===== src/rtl/slowlink_pkg.sv =====
package slowlink_pkg;
  typedef enum logic {
    ST_WAIT = 1'b0,
    ST_RECV = 1'b1
  } rx_state_t;
endpackage


===== src/rtl/slk_sync.sv =====
module slk_sync #(
  parameter int W = 2
) (
  input  logic         clk,
  input  logic         rst_n,
  input  logic [W-1:0] async_in,
  output logic [W-1:0] sync_out
);
  logic [W-1:0] meta_q;

  for (genvar g = 0; g < W; g++) begin : g_bit
    always_ff @(posedge clk or negedge rst_n) begin
      if (!rst_n) begin
        meta_q[g]   <= 1'b0;
        sync_out[g] <= 1'b0;
      end else begin
        meta_q[g]   <= async_in[g];
        sync_out[g] <= meta_q[g];
      end
    end
  end
endmodule


===== src/rtl/slk_glitch_filter.sv =====
module slk_glitch_filter #(
  parameter int FILT_LEN = 4
) (
  input  logic clk,
  input  logic rst_n,
  input  logic lvl_in,
  output logic rise
);
  localparam int FCW = (FILT_LEN > 1) ? $clog2(FILT_LEN) : 1;
  localparam logic [FCW-1:0] FLAST = FCW'(FILT_LEN - 1);

  logic           lvl_q, lvl_n;
  logic [FCW-1:0] run_q, run_n;
  logic           rise_n;

  always_comb begin
    lvl_n  = lvl_q;
    run_n  = run_q;
    rise_n = 1'b0;
    if (lvl_in == lvl_q) begin
      run_n = '0;
    end else if (run_q == FLAST) begin
      lvl_n  = lvl_in;
      run_n  = '0;
      rise_n = lvl_in;
    end else begin
      run_n = run_q + 1'b1;
    end
  end

  always_ff @(posedge clk or negedge rst_n) begin
    if (!rst_n) begin
      lvl_q <= 1'b0;
      run_q <= '0;
      rise  <= 1'b0;
    end else begin
      lvl_q <= lvl_n;
      run_q <= run_n;
      rise  <= rise_n;
    end
  end

  // the filtered level only moves to a value the input held
  a_r4_level_follows_input: assert property (@(posedge clk) disable iff (!rst_n)
    !$stable(lvl_q) |-> ($past(lvl_in) == lvl_q));
  a_r4_rise_on_high: assert property (@(posedge clk) disable iff (!rst_n)
    rise |-> lvl_q);
endmodule


===== src/rtl/slk_frame_ctrl.sv =====
module slk_frame_ctrl
  import slowlink_pkg::*;
#(
  parameter int FRAME_BITS = 25,
  parameter int IDLE_CYC   = 80
) (
  input  logic                  clk,
  input  logic                  rst_n,
  input  logic                  rise,
  input  logic                  sdi,
  input  logic                  err_clr,
  output logic [FRAME_BITS-1:0] word_out,
  output logic                  word_vld,
  output logic                  proto_err
);
  localparam int CW = $clog2(FRAME_BITS);
  localparam int TW = $clog2(IDLE_CYC + 1);
  localparam logic [CW-1:0] CLAST = CW'(FRAME_BITS - 1);
  localparam logic [TW-1:0] TLAST = TW'(IDLE_CYC - 1);

  rx_state_t             st_q, st_n;
  logic [CW-1:0]         cnt_q, cnt_n;
  logic [TW-1:0]         tmr_q, tmr_n;
  logic [FRAME_BITS-1:0] shf_q, shf_n;
  logic [FRAME_BITS-1:0] word_n;
  logic                  vld_n;
  logic                  perr_set;

  always_comb begin
    st_n     = st_q;
    cnt_n    = cnt_q;
    tmr_n    = tmr_q;
    shf_n    = shf_q;
    word_n   = word_out;
    vld_n    = 1'b0;
    perr_set = 1'b0;
    case (st_q)
      ST_WAIT: begin
        perr_set = (cnt_q != '0);
        cnt_n    = '0;
        tmr_n    = '0;
        if (rise) begin
          shf_n[FRAME_BITS-1] = sdi;
          cnt_n               = CW'(1);
          st_n                = ST_RECV;
        end
      end
      default: begin
        if (rise) begin
          tmr_n = '0;
          shf_n[CLAST - cnt_q] = sdi;
          if (cnt_q == CLAST) begin
            word_n = {shf_q[FRAME_BITS-1:1], sdi};
            vld_n  = 1'b1;
            cnt_n  = '0;
            st_n   = ST_WAIT;
          end else begin
            cnt_n = cnt_q + 1'b1;
          end
        end else if (tmr_q == TLAST) begin
          st_n = ST_WAIT;
        end else begin
          tmr_n = tmr_q + 1'b1;
        end
      end
    endcase
  end

  always_ff @(posedge clk or negedge rst_n) begin
    if (!rst_n) begin
      st_q      <= ST_WAIT;
      cnt_q     <= '0;
      tmr_q     <= '0;
      shf_q     <= '0;
      word_out  <= '0;
      word_vld  <= 1'b0;
      proto_err <= 1'b0;
    end else begin
      st_q     <= st_n;
      cnt_q    <= cnt_n;
      tmr_q    <= tmr_n;
      shf_q    <= shf_n;
      word_out <= word_n;
      word_vld <= vld_n;
      if (perr_set) begin
        proto_err <= 1'b1;
      end else if (err_clr) begin
        proto_err <= 1'b0;
      end
    end
  end

  a_r3_vld_single: assert property (@(posedge clk) disable iff (!rst_n)
    word_vld |=> !word_vld);
  a_r3_word_held: assert property (@(posedge clk) disable iff (!rst_n)
    !word_vld |-> $stable(word_out));
  a_r2_cnt_range: assert property (@(posedge clk) disable iff (!rst_n)
    cnt_q <= CLAST);
  a_r5_perr_cause: assert property (@(posedge clk) disable iff (!rst_n)
    $rose(proto_err) |-> $past(st_q == ST_WAIT && cnt_q != '0));
  a_r7_perr_sticky: assert property (@(posedge clk) disable iff (!rst_n)
    (proto_err && !err_clr) |=> proto_err);
endmodule


===== src/rtl/slk_rate_check.sv =====
module slk_rate_check #(
  parameter int MIN_EDGE_CYC = 20
) (
  input  logic clk,
  input  logic rst_n,
  input  logic rise,
  input  logic err_clr,
  output logic rate_err
);
  localparam int RCW = $clog2(MIN_EDGE_CYC + 1);
  localparam logic [RCW-1:0] RMAX = RCW'(MIN_EDGE_CYC);
  localparam logic [RCW-1:0] RLIM = RCW'(MIN_EDGE_CYC - 1);

  logic [RCW-1:0] gap_q, gap_n;
  logic           seen_q, seen_n;
  logic           too_fast;

  always_comb begin
    too_fast = rise && seen_q && (gap_q < RLIM);
    seen_n   = seen_q | rise;
    if (rise) begin
      gap_n = '0;
    end else if (gap_q != RMAX) begin
      gap_n = gap_q + 1'b1;
    end else begin
      gap_n = gap_q;
    end
  end

  always_ff @(posedge clk or negedge rst_n) begin
    if (!rst_n) begin
      gap_q    <= '0;
      seen_q   <= 1'b0;
      rate_err <= 1'b0;
    end else begin
      gap_q  <= gap_n;
      seen_q <= seen_n;
      if (too_fast) begin
        rate_err <= 1'b1;
      end else if (err_clr) begin
        rate_err <= 1'b0;
      end
    end
  end

  a_r8_rate_on_edge: assert property (@(posedge clk) disable iff (!rst_n)
    $rose(rate_err) |-> $past(rise));
  a_r7_rate_sticky: assert property (@(posedge clk) disable iff (!rst_n)
    (rate_err && !err_clr) |=> rate_err);
endmodule


===== src/rtl/slowlink_rx.sv =====
module slowlink_rx #(
  parameter int FRAME_BITS   = 25,
  parameter int FILT_LEN     = 4,
  parameter int NOM_BIT_CYC  = 8333,
  parameter int IDLE_CYC     = 2 * NOM_BIT_CYC,
  parameter int MIN_EDGE_CYC = NOM_BIT_CYC / 2
) (
  input  logic                  clk,
  input  logic                  rst_n,
  input  logic                  sck_in,
  input  logic                  sdi_in,
  input  logic                  err_clr,
  output logic [FRAME_BITS-1:0] word_out,
  output logic                  word_vld,
  output logic                  proto_err,
  output logic                  rate_err
);
  logic       rst_meta_q, rst_s_n;
  logic [1:0] pins_s;
  logic       rise;

  always_ff @(posedge clk or negedge rst_n) begin
    if (!rst_n) begin
      rst_meta_q <= 1'b0;
      rst_s_n    <= 1'b0;
    end else begin
      rst_meta_q <= 1'b1;
      rst_s_n    <= rst_meta_q;
    end
  end

  slk_sync #(.W(2)) u_sync (
    .clk      (clk),
    .rst_n    (rst_s_n),
    .async_in ({sdi_in, sck_in}),
    .sync_out (pins_s)
  );

  slk_glitch_filter #(.FILT_LEN(FILT_LEN)) u_filt (
    .clk    (clk),
    .rst_n  (rst_s_n),
    .lvl_in (pins_s[0]),
    .rise   (rise)
  );

  slk_frame_ctrl #(.FRAME_BITS(FRAME_BITS), .IDLE_CYC(IDLE_CYC)) u_frame (
    .clk       (clk),
    .rst_n     (rst_s_n),
    .rise      (rise),
    .sdi       (pins_s[1]),
    .err_clr   (err_clr),
    .word_out  (word_out),
    .word_vld  (word_vld),
    .proto_err (proto_err)
  );

  slk_rate_check #(.MIN_EDGE_CYC(MIN_EDGE_CYC)) u_rate (
    .clk      (clk),
    .rst_n    (rst_s_n),
    .rise     (rise),
    .err_clr  (err_clr),
    .rate_err (rate_err)
  );

  a_r1_quiet_in_reset: assert property (@(posedge clk)
    !rst_s_n |-> (!word_vld && !proto_err && !rate_err));
endmodule


===== config.mk =====
export PLATFORM = sky130hd
export DESIGN_NAME = slowlink_rx
export DESIGN_NICKNAME = d
export VERILOG_FILES = /design/src/rtl/slowlink_pkg.sv /design/src/rtl/slk_sync.sv /design/src/rtl/slk_glitch_filter.sv /design/src/rtl/slk_frame_ctrl.sv /design/src/rtl/slk_rate_check.sv /design/src/rtl/slowlink_rx.sv
export SDC_FILE = /design/constraint.sdc
export NUM_CORES = 1
export LEC_CHECK = 0
export BUFFER_PORTS_ARGS = -buffer_cell sky130_fd_sc_hd__buf_4
export CORE_ASPECT_RATIO = 0.8
export CORE_UTILIZATION = 48
export DETAILED_ROUTE_END_ITERATION = 8
export PLACE_DENSITY = 0.78
export SYNTH_ARGS = -nofsm -noshare
export SYNTH_HDL_FRONTEND = slang
export SYNTH_HIERARCHICAL = 1
export SYNTH_SLANG_ARGS = --single-unit

===== constraint.sdc =====
create_clock -name clk -period 2.7 [get_ports clk]
set_input_delay 0.27 -clock clk [delete_from_list [all_inputs] [get_ports clk]]
set_output_delay 0.27 -clock clk [all_outputs]
set_load 0.05 [all_outputs]

## Word level (Yosys, flattened, before mapping)

Index checks and enable logic that the tools add are counted.

- Input bits: 5
- Logic and storage cells: 78
- Output and inout port bits: 28
- Register bits: 98

- Reductions and logical operators: 10
- Order comparisons: 3
- Eq/ne operators: 7
- Bitwise gates (word level): 2
- Add/sub/neg operators: 5
- Muxes and demuxes: 31

Operators with widths:

| kind | number |
|---|---|
| 15-bit 2-to-1 mux | 3 |
| 13-bit 2-to-1 mux | 2 |
| 25-bit bitwise mux | 1 |
| 25-bit 2-to-1 mux | 1 |
| 1-bit 2-to-1 mux | 18 |
| 15-bit by 1-bit adder with 15-bit output (second input constant) | 1 |
| 15-bit == test (second input constant) | 1 |
| 5-bit 2-to-1 mux | 3 |
| 13-bit by 1-bit adder with 13-bit output (second input constant) | 1 |
| 13-bit < comparator (second input constant) | 1 |
| 13-bit != test (second input constant) | 1 |
| 5-bit by 6-bit < comparator with 1-bit output (second input constant) | 1 |
| 2-bit nonzero test | 3 |
| 5-bit by 1-bit adder with 5-bit output (second input constant) | 1 |
| 1-bit demux with 5-bit select | 1 |
| 5-bit == test (second input constant) | 1 |
| 5-bit by 1-bit greater-or-equal comparator with 1-bit output (second input constant) | 1 |
| 5-bit nonzero test | 1 |
| 5-bit subtractor (first input constant) | 1 |
| 2-bit 2-to-1 mux | 2 |
| 2-bit AND reduction | 2 |
| 1-bit logical AND | 3 |
| 3-bit != test (second input constant) | 1 |
| 3-bit AND reduction | 1 |
| 6 further kinds | 6 |

## Logic depth before layout (Yosys ltp)

Gate-level depths: netlist (run 1).

- Depth in word-level cells: 8
- Gate-level depth with buffers: 7
- Depth with buffers taken out: 6

## Hierarchy

The synthesis (run 1) kept the hierarchy.

Modules (own cells, without submodules):

| module | cells an instance | area an instance (um^2) | instances | seq. area each (um^2) |
|---|---|---|---|---|
| slk_frame_ctrl | 349 | 3658.5 | 1 | 1801.7 |
| slk_rate_check | 80 | 813.3 | 1 | 375.4 |
| slk_glitch_filter | 10 | 158.9 | 1 | 100.1 |
| slk_sync | 4 | 100.1 | 1 | 100.1 |
| slowlink_rx | 3 | 53.8 | 1 | 50.0 |

## Least setup slack after synthesis (run 1)

Ideal clock, no wire load.

- Path kind: reg2reg
- From: register u_frame.cnt_q[0]
- To: register u_frame.word_out[0]
- Data required time: 2.575 ns
- Setup slack: 0.814 ns
- Cell stages (with the launch flop): 8
- Setup time: 0.125 ns
- Buffers on the path: 2
- Period minus slack after synthesis: 1.886 ns
- Data arrival time: 1.761 ns
- Cell sequence: dfrtp_1 inv_1 ha_1 and4b_4 and3_1 buf_6 buf_6 mux2_2

- Longest elaborated chain between the ends: 2

Ends and longest elaborated chain:

| item | line | text |
|---|---|---|
| start, declared | slk_frame_ctrl.sv:22 | `logic [CW-1:0] cnt_q, cnt_n;` |
| start signal, assigned | slk_frame_ctrl.sv:80 | `cnt_q <= cnt_n;` |
| 5-bit == test | slk_frame_ctrl.sv:52 | `if (cnt_q == CLAST) begin` |
| 3-bit AND reduction (no line) | - |  |
| end signal, assigned | slk_frame_ctrl.sv:83 | `word_out <= word_n;` |
| end, declared | slk_frame_ctrl.sv:12 | `output logic [FRAME_BITS-1:0] word_out,` |

Every way passes these cells.
A chain may end at the register's enable or synchronous reset.

## Worst setup path in the final report (run 1)

- From: register u_frame.cnt_q[0]
- To: register u_frame.word_out[19]

Same word-level chain as after synthesis.

==> impl_metrics.json, run 1 <==
{
  "status": "finished clean",
  "numPortBuffers": 32,
  "syn_area_per_cell_um2": 10.73,
  "antenna_found_initial": 0,
  "cts_tree": "done",
  "routed_wl_um": 9626,
  "ys_top_cells_by_area": "dfrtp_1 (51%), mux2_2 (7.3%), nand3_1 (3.9%), ha_1 (2.9%), a21oi_1 (2.8%)",
  "cp.required_ns": 2.92,
  "io_pins": 33,
  "syn_to_final_growth_pct": 13.94,
  "powerDensity_nw_per_um2": 703.8,
  "grt_pass1_wl_um": 16560,
  "grt_max_degree": 49,
  "worstPathArrival_ns": 2.65,
  "yosys_warnings": 6,
  "rsz0062_at_grt": "false",
  "timing_worst_setup_path_type": "reg2reg",
  "worst_slew_margin_rel_pct": 54.30,
  "finalCriticalPeriod_ns": 2.421,
  "cts.sinks": 97,
  "synthTopCellsByCount": "dfrtp_1 (97), nand3_1 (37), mux2_2 (31)",
  "drv_slew": 0,
  "postRouteAntennaNets": 0,
  "ys_types": 61,
  "clkTransAtPathRegs_ns": 0.06,
  "clk_latency_ns": 0.34,
  "p_total_uw": 3837,
  "cts_resized": 0,
  "die_w_um": 113.6,
  "path_max_fanout": 27,
  "setup_viol": 0,
  "leakagePower_uw": 0.002468,
  "wl_per_cell_um": 15.75,
  "start_util_pct": 49.59,
  "gp_congestion": 0.8606,
  "synth_most_common_cell": "dfrtp_1",
  "holdBufCountCts": 1,
  "max-vdd-ir-drop_mv": 0.5133,
  "grt_overflow": 0,
  "post-route-util_pct": 56.50,
  "cts_setup_buffers": 0,
  "dieArea_um2": 10370,
  "min_path_type": "in2reg",
  "drt_iter0_drc": 273,
  "cap_violations": 0,
  "dp.cells": 594,
  "drive_above_1_share_pct": 21.89,
  "max-clock-path-buffers": 2,
  "synth_top_cell_area_share_pct": 50.73,
  "final_cells": 611,
  "firstDrtPassIters": 5,
  "finalCritPeriodShare_pct": 89.67,
  "syn_inst": 446,
  "diodes": 0,
  "reg2regPathDepth": 6,
  "track_usage_pct": 20.34,
  "synth-seq-cells": 97,
  "yosysSeqAreaShare_pct": 50.73,
  "fp.dieH_um": 91.30,
  "tightest_slew_ns": 0.6847,
  "num_vias": 3575,
  "fin_skew_ns": 0.004161,
  "ys.flop_type": "dfrtp_1",
  "holdPathStages": 1,
  "syn-num-nets": 462,
  "synth_area_um2": 4785,
  "finalNetCount": 486,
  "drc": 0,
  "via_per_inst": 5.851,
  "start_kind": "flop",
  "core_region_area_um2": 9649,
  "place.detailed.hpwl_um": 6504,
  "htree_levels": 3,
  "numCtsBuffers": 9,
  "fmax_mhz": 413.0,
  "rows": 32,
  "worst_setup_path_end_kind": "flop",
  "synth_area_leader_cell": "dfrtp_1",
  "clk_root_buffer_cell": "clkbuf_16",
  "synth_edf_count": 0,
  "hold_violations": 0,
  "async_flop_share_pct": 100.0,
  "tns_ns": 0,
  "grt_pass1_vias": 3323
}
## layout make-up
type | count | area (um^2)
fillers | 800 | 4198
flip-flops and latches | 97 | 2431
inverters | 12 | 45.04
well taps | 136 | 170.2
clock inverters | 5 | 102.6
repair buffers | 38 | 300.3
clock buffers | 11 | 242.7
multi-input cells | 312 | 2160
## path summary, 6_finish.rpt
kind	startpoint	to	slack, ns
setup / recovery	u_frame/cnt_q[0]$_DFFE_PN0P_	u_frame/word_out[19]$_DFFE_PN0P_	0.28
hold / removal	sdi_in	u_sync/meta_q[1]$_DFF_PN0_	0.03
setup reg to reg	u_frame/cnt_q[0]$_DFFE_PN0P_	u_frame/word_out[19]$_DFFE_PN0P_	0.28
hold reg to reg	rst_s_n$_DFF_PN0_	u_frame/tmr_q[6]$_DFFE_PN0P_	0.35
max in group asynchronous	rst_s_n$_DFF_PN0_	u_frame/word_out[19]$_DFFE_PN0P_	1.67
min in group asynchronous	rst_n	rst_s_n$_DFF_PN0_	0.24
## metrics by stage
stage / worst slack, ns / hold WS [ns] / instance area [um^2]
4_1_cts: 0.2952 / 0.02378 / 5451
2_1_floorplan: 0.8138 / -0.02559 / 4786
6_report: 0.2788 / 0.03269 / 5451
5_1_grt: 0.1186 / 0.01666 / 5451
3_3_place_gp: 0.4419 / 0.05240 / 5096
3_5_place_dp: 0.3151 / 0.05410 / 5096
## state kept, by name, indices dropped and copies added (netlist names)
name / count
rst_s_n: 1
u_frame/st_q: 1
rst_meta_q: 1
u_rate/rate_err: 1
u_rate/seen_q: 1
u_frame/word_vld: 1
u_filt/lvl_q: 1
u_frame/tmr_q: 15
u_frame/shf_q: 24
u_rate/gap_q: 13
u_filt/rise: 1
u_frame/word_out: 25
u_sync/sync_out: 2
u_sync/meta_q: 2
u_frame/proto_err: 1
u_frame/cnt_q: 5
u_filt/run_q: 2
## placed cells by master (no fill, tap or decap), drive strengths merged, types with 4 or more instances in the layout
cell    instances
dfrtp          97
nand3          38
buf            37
mux2           35
a21oi          28
nor2           25
o21ai          20
nor3           18
nand2          15
o211ai         13
inv            12
ha             11
o31ai          11
clkbuf         11
nand4           7
o22ai           7
xor2            7
or4             7
or3             7
o21bai          6
nor2b           5
nand2b          5
xnor2           4
and2            4
## metal layers
layer,wire length (um),global-route usage (%),vias up
met5,0,0,-
met4,114,6.360,0
met3,579,5.274,11
met2,4379,29.78,119
met1,4553,29.43,1762
li1,-,-,1683
## report_power, final
| group | total [uW] | switching [uW] | internal (uW) |
|---|---|---|---|
| clock network | 1450 | 518 | 928 |
| registers | 1790 | 204 | 1590 |
| logic | 601 | 346 | 255 |
| total | 3840 | 1070 | 2770 |
## worst max-delay path, cell delays in order (launching register included)
cell,delay [ns]
dfrtp_1,0.50
inv_1,0.19
ha_1,0.40
and4b_4,0.33
and3_1,0.16
buf_4,0.32
mux2_2,0.39
## logic make-up after synthesis
group                    share of synthesized area [%]
AO/OA/AOI/OAI                                    13.31
XOR/XNOR                                         2.014
adder cells (fa/ha/maj)                          2.877
buffers and inverters                            4.132
flip-flops                                       50.73
multiplexers                                     8.394
other                                          0.07838
AND/OR/NAND/NOR                                  18.46
(Power assumes the default switching activity.)
==> run 2: changes to the inputs <==
PLACE_DENSITY = 0.76   (was 0.78)
clock period = 2.5 ns   (was 2.7 ns; I/O delays follow)
==> impl_metrics.json, run 2 (synthesized netlist as in run 1, its figures left out) <==
{
  "max-vdd-ir-drop_mv": 0.5510,
  "antenna_found_initial": 0,
  "grt_overflow": 0,
  "drv_slew": 0,
  "leakagePower_uw": 0.002465,
  "firstDrtPassIters": 5,
  "internal_power_uw": 2961,
  "postRouteAntennaNets": 0,
  "r2r_start": "u_frame/cnt_q[0]$_DFFE_PN0P_",
  "holdPathStages": 1,
  "worst_setup_path_end_kind": "flop",
  "finalCritPeriodShare_pct": 91.69,
  "fmax_mhz": 436.2,
  "cts_setup_buffers": 0,
  "cap_violations": 0,
  "finalCriticalPeriod_ns": 2.292,
  "switching_share_pct": 28.50,
  "min_path_type": "in2reg",
  "track_usage_pct": 20.45,
  "start_util_pct": 49.59,
  "largest_register_ffs": 25,
  "die_w_um": 113.6,
  "cts_resized": 0,
  "tightest_slew_ns": 0.7092,
  "pwr-share-seq_pct": 46.4,
  "status": "finished clean",
  "cts_tree": "done",
  "clk_latency_ns": 0.34,
  "worstPathArrival_ns": 2.51,
  "clk_root_buffer_cell": "clkbuf_16",
  "via_per_inst": 5.827,
  "rows": 32,
  "min_to": "u_sync/meta_q[1]$_DFF_PN0_",
  "setup_viol": 0,
  "powerDensity_nw_per_um2": 758.1,
  "cp.required_ns": 2.72,
  "drt_iter0_drc": 430,
  "drc": 0,
  "syn_to_final_growth_pct": 14.17,
  "htree_levels": 3,
  "grt_max_degree": 84,
  "final_common_cell": "dfrtp_1",
  "drive_above_1_share_pct": 22.11,
  "place.detailed.hpwl_um": 6444,
  "numPortBuffers": 32,
  "timing_worst_setup_path_type": "reg2reg",
  "register_area_um2": 2431,
  "core_region_area_um2": 9649,
  "largest_registers": "u_frame/word_out (25), u_frame/shf_q (24), u_frame/tmr_q (15)",
  "start_kind": "flop",
  "diodes": 0,
  "regMostFlops": "u_frame/word_out",
  "finalNetCount": 486,
  "p_comb_share_pct": 16.0,
  "wl_per_cell_um": 16.01,
  "r2r-end": "u_frame/word_out[22]$_DFFE_PN0P_",
  "grt_pass1_vias": 3362,
  "hold_violations": 0,
  "p_total_uw": 4142,
  "multiInputGateArea_um2": 2160,
  "num_vias": 3560,
  "numCtsBuffers": 9,
  "fin_skew_ns": 0.007114,
  "rsz0062_at_grt": "false",
  "grt_pass1_wl_um": 16670,
  "fillers": 801,
  "p_clk_share_pct": 37.7,
  "r2r_slack_ns": 0.21,
  "tns_ns": 0,
  "min_from": "sdi_in",
  "max-clock-path-buffers": 2,
  "clkTransAtPathRegs_ns": 0.07,
  "gp_congestion": 0.8545,
  "dieArea_um2": 10370,
  "fp.dieH_um": 91.30,
  "cts.sinks": 97,
  "worst_slew_margin_rel_pct": 52.67,
  "p_sw_uw": 1180,
  "io_pins": 33,
  "final_cell_mix": "dfrtp_1 (96), nand3_1 (37), buf_4 (35), mux2_2 (31), a21oi_1 (27)",
  "reg2regPathDepth": 6,
  "routed_wl_um": 9781,
  "path_max_fanout": 27
}
-- run 2: metrics by stage --
step	hold slack, ns	util, %	instance area (um^2)	worst slack [ns]	std cells
2_1_floorplan	-0.04559	-	4786	0.6138	446
3_3_place_gp	0.03229	52.94	5109	0.3410	594
3_5_place_dp	0.03398	52.94	5109	0.2355	594
4_1_cts	0.007077	56.61	5463	0.2173	611
5_1_grt	0.003751	56.61	5463	0.07088	611
6_report	0.01682	56.61	5463	0.2077	611
-- run 2: routing by layer --
metal | routed length [um] | vias to the layer above | track usage, % | part of all wire, %
met5 | 0 | - | 0 | 0
met4 | 99 | 0 | 6.469 | 1.0
met3 | 565 | 10 | 5.274 | 5.8
met2 | 4370 | 111 | 29.27 | 45
met1 | 4746 | 1751 | 30.19 | 49
li1 | - | 1688 | - | -
-- run 2: cell type report --
| cell class | count | share of cell area [%] |
|---|---|---|
| Sequential cell | 97 | 44.50 |
| Inverter | 12 | 0.8246 |
| Tap cell | 136 | 3.115 |
| Clock inverter | 7 | 2.176 |
| Timing Repair Buffer | 38 | 5.726 |
| Clock buffer | 9 | 4.123 |
| Multi-Input combinational cell | 312 | 39.53 |
-- run 2: power groups by stage --
stage / clock (uW) / sequential (uW) / combinational (uW)
floorplan: 0 / 1910 / 524
global placement: 0 / 1930 / 626
detailed placement: 0 / 1940 / 659
CTS: 1590 / 1920 / 666
global route: 1650 / 1950 / 754
finish: 1560 / 1920 / 661
-- run 2: repair_timing --
item                       CTS  global route
setup endpoints to repair    0             0
hold buffers                 1             0
hold endpoints to repair     2             0
-- run 2: worst max-delay path by stage --
stage,startpoint,to,slack (ns),cells after the start
after floorplan,u_frame/cnt_q[0]$_DFFE_PN0P_,u_frame/word_out[0]$_DFFE_PN0P_,0.61,7
after global placement,u_frame/cnt_q[0]$_DFFE_PN0P_,u_frame/word_out[24]$_DFFE_PN0P_,0.34,6
after detailed placement,u_frame/cnt_q[0]$_DFFE_PN0P_,u_frame/word_out[22]$_DFFE_PN0P_,0.24,6
after CTS,u_frame/cnt_q[0]$_DFFE_PN0P_,u_frame/word_out[22]$_DFFE_PN0P_,0.22,6
after global routing,u_frame/cnt_q[0]$_DFFE_PN0P_,u_frame/word_out[22]$_DFFE_PN0P_,0.07,6
final,u_frame/cnt_q[0]$_DFFE_PN0P_,u_frame/word_out[22]$_DFFE_PN0P_,0.21,6
-- run 2: worst max-delay path, cell delays in order, from the launching register on --
cell,delay (ns)
dfrtp_1,0.49
inv_1,0.18
ha_1,0.40
and4b_4,0.32
and3_1,0.21
buf_12,0.20
mux2_2,0.36
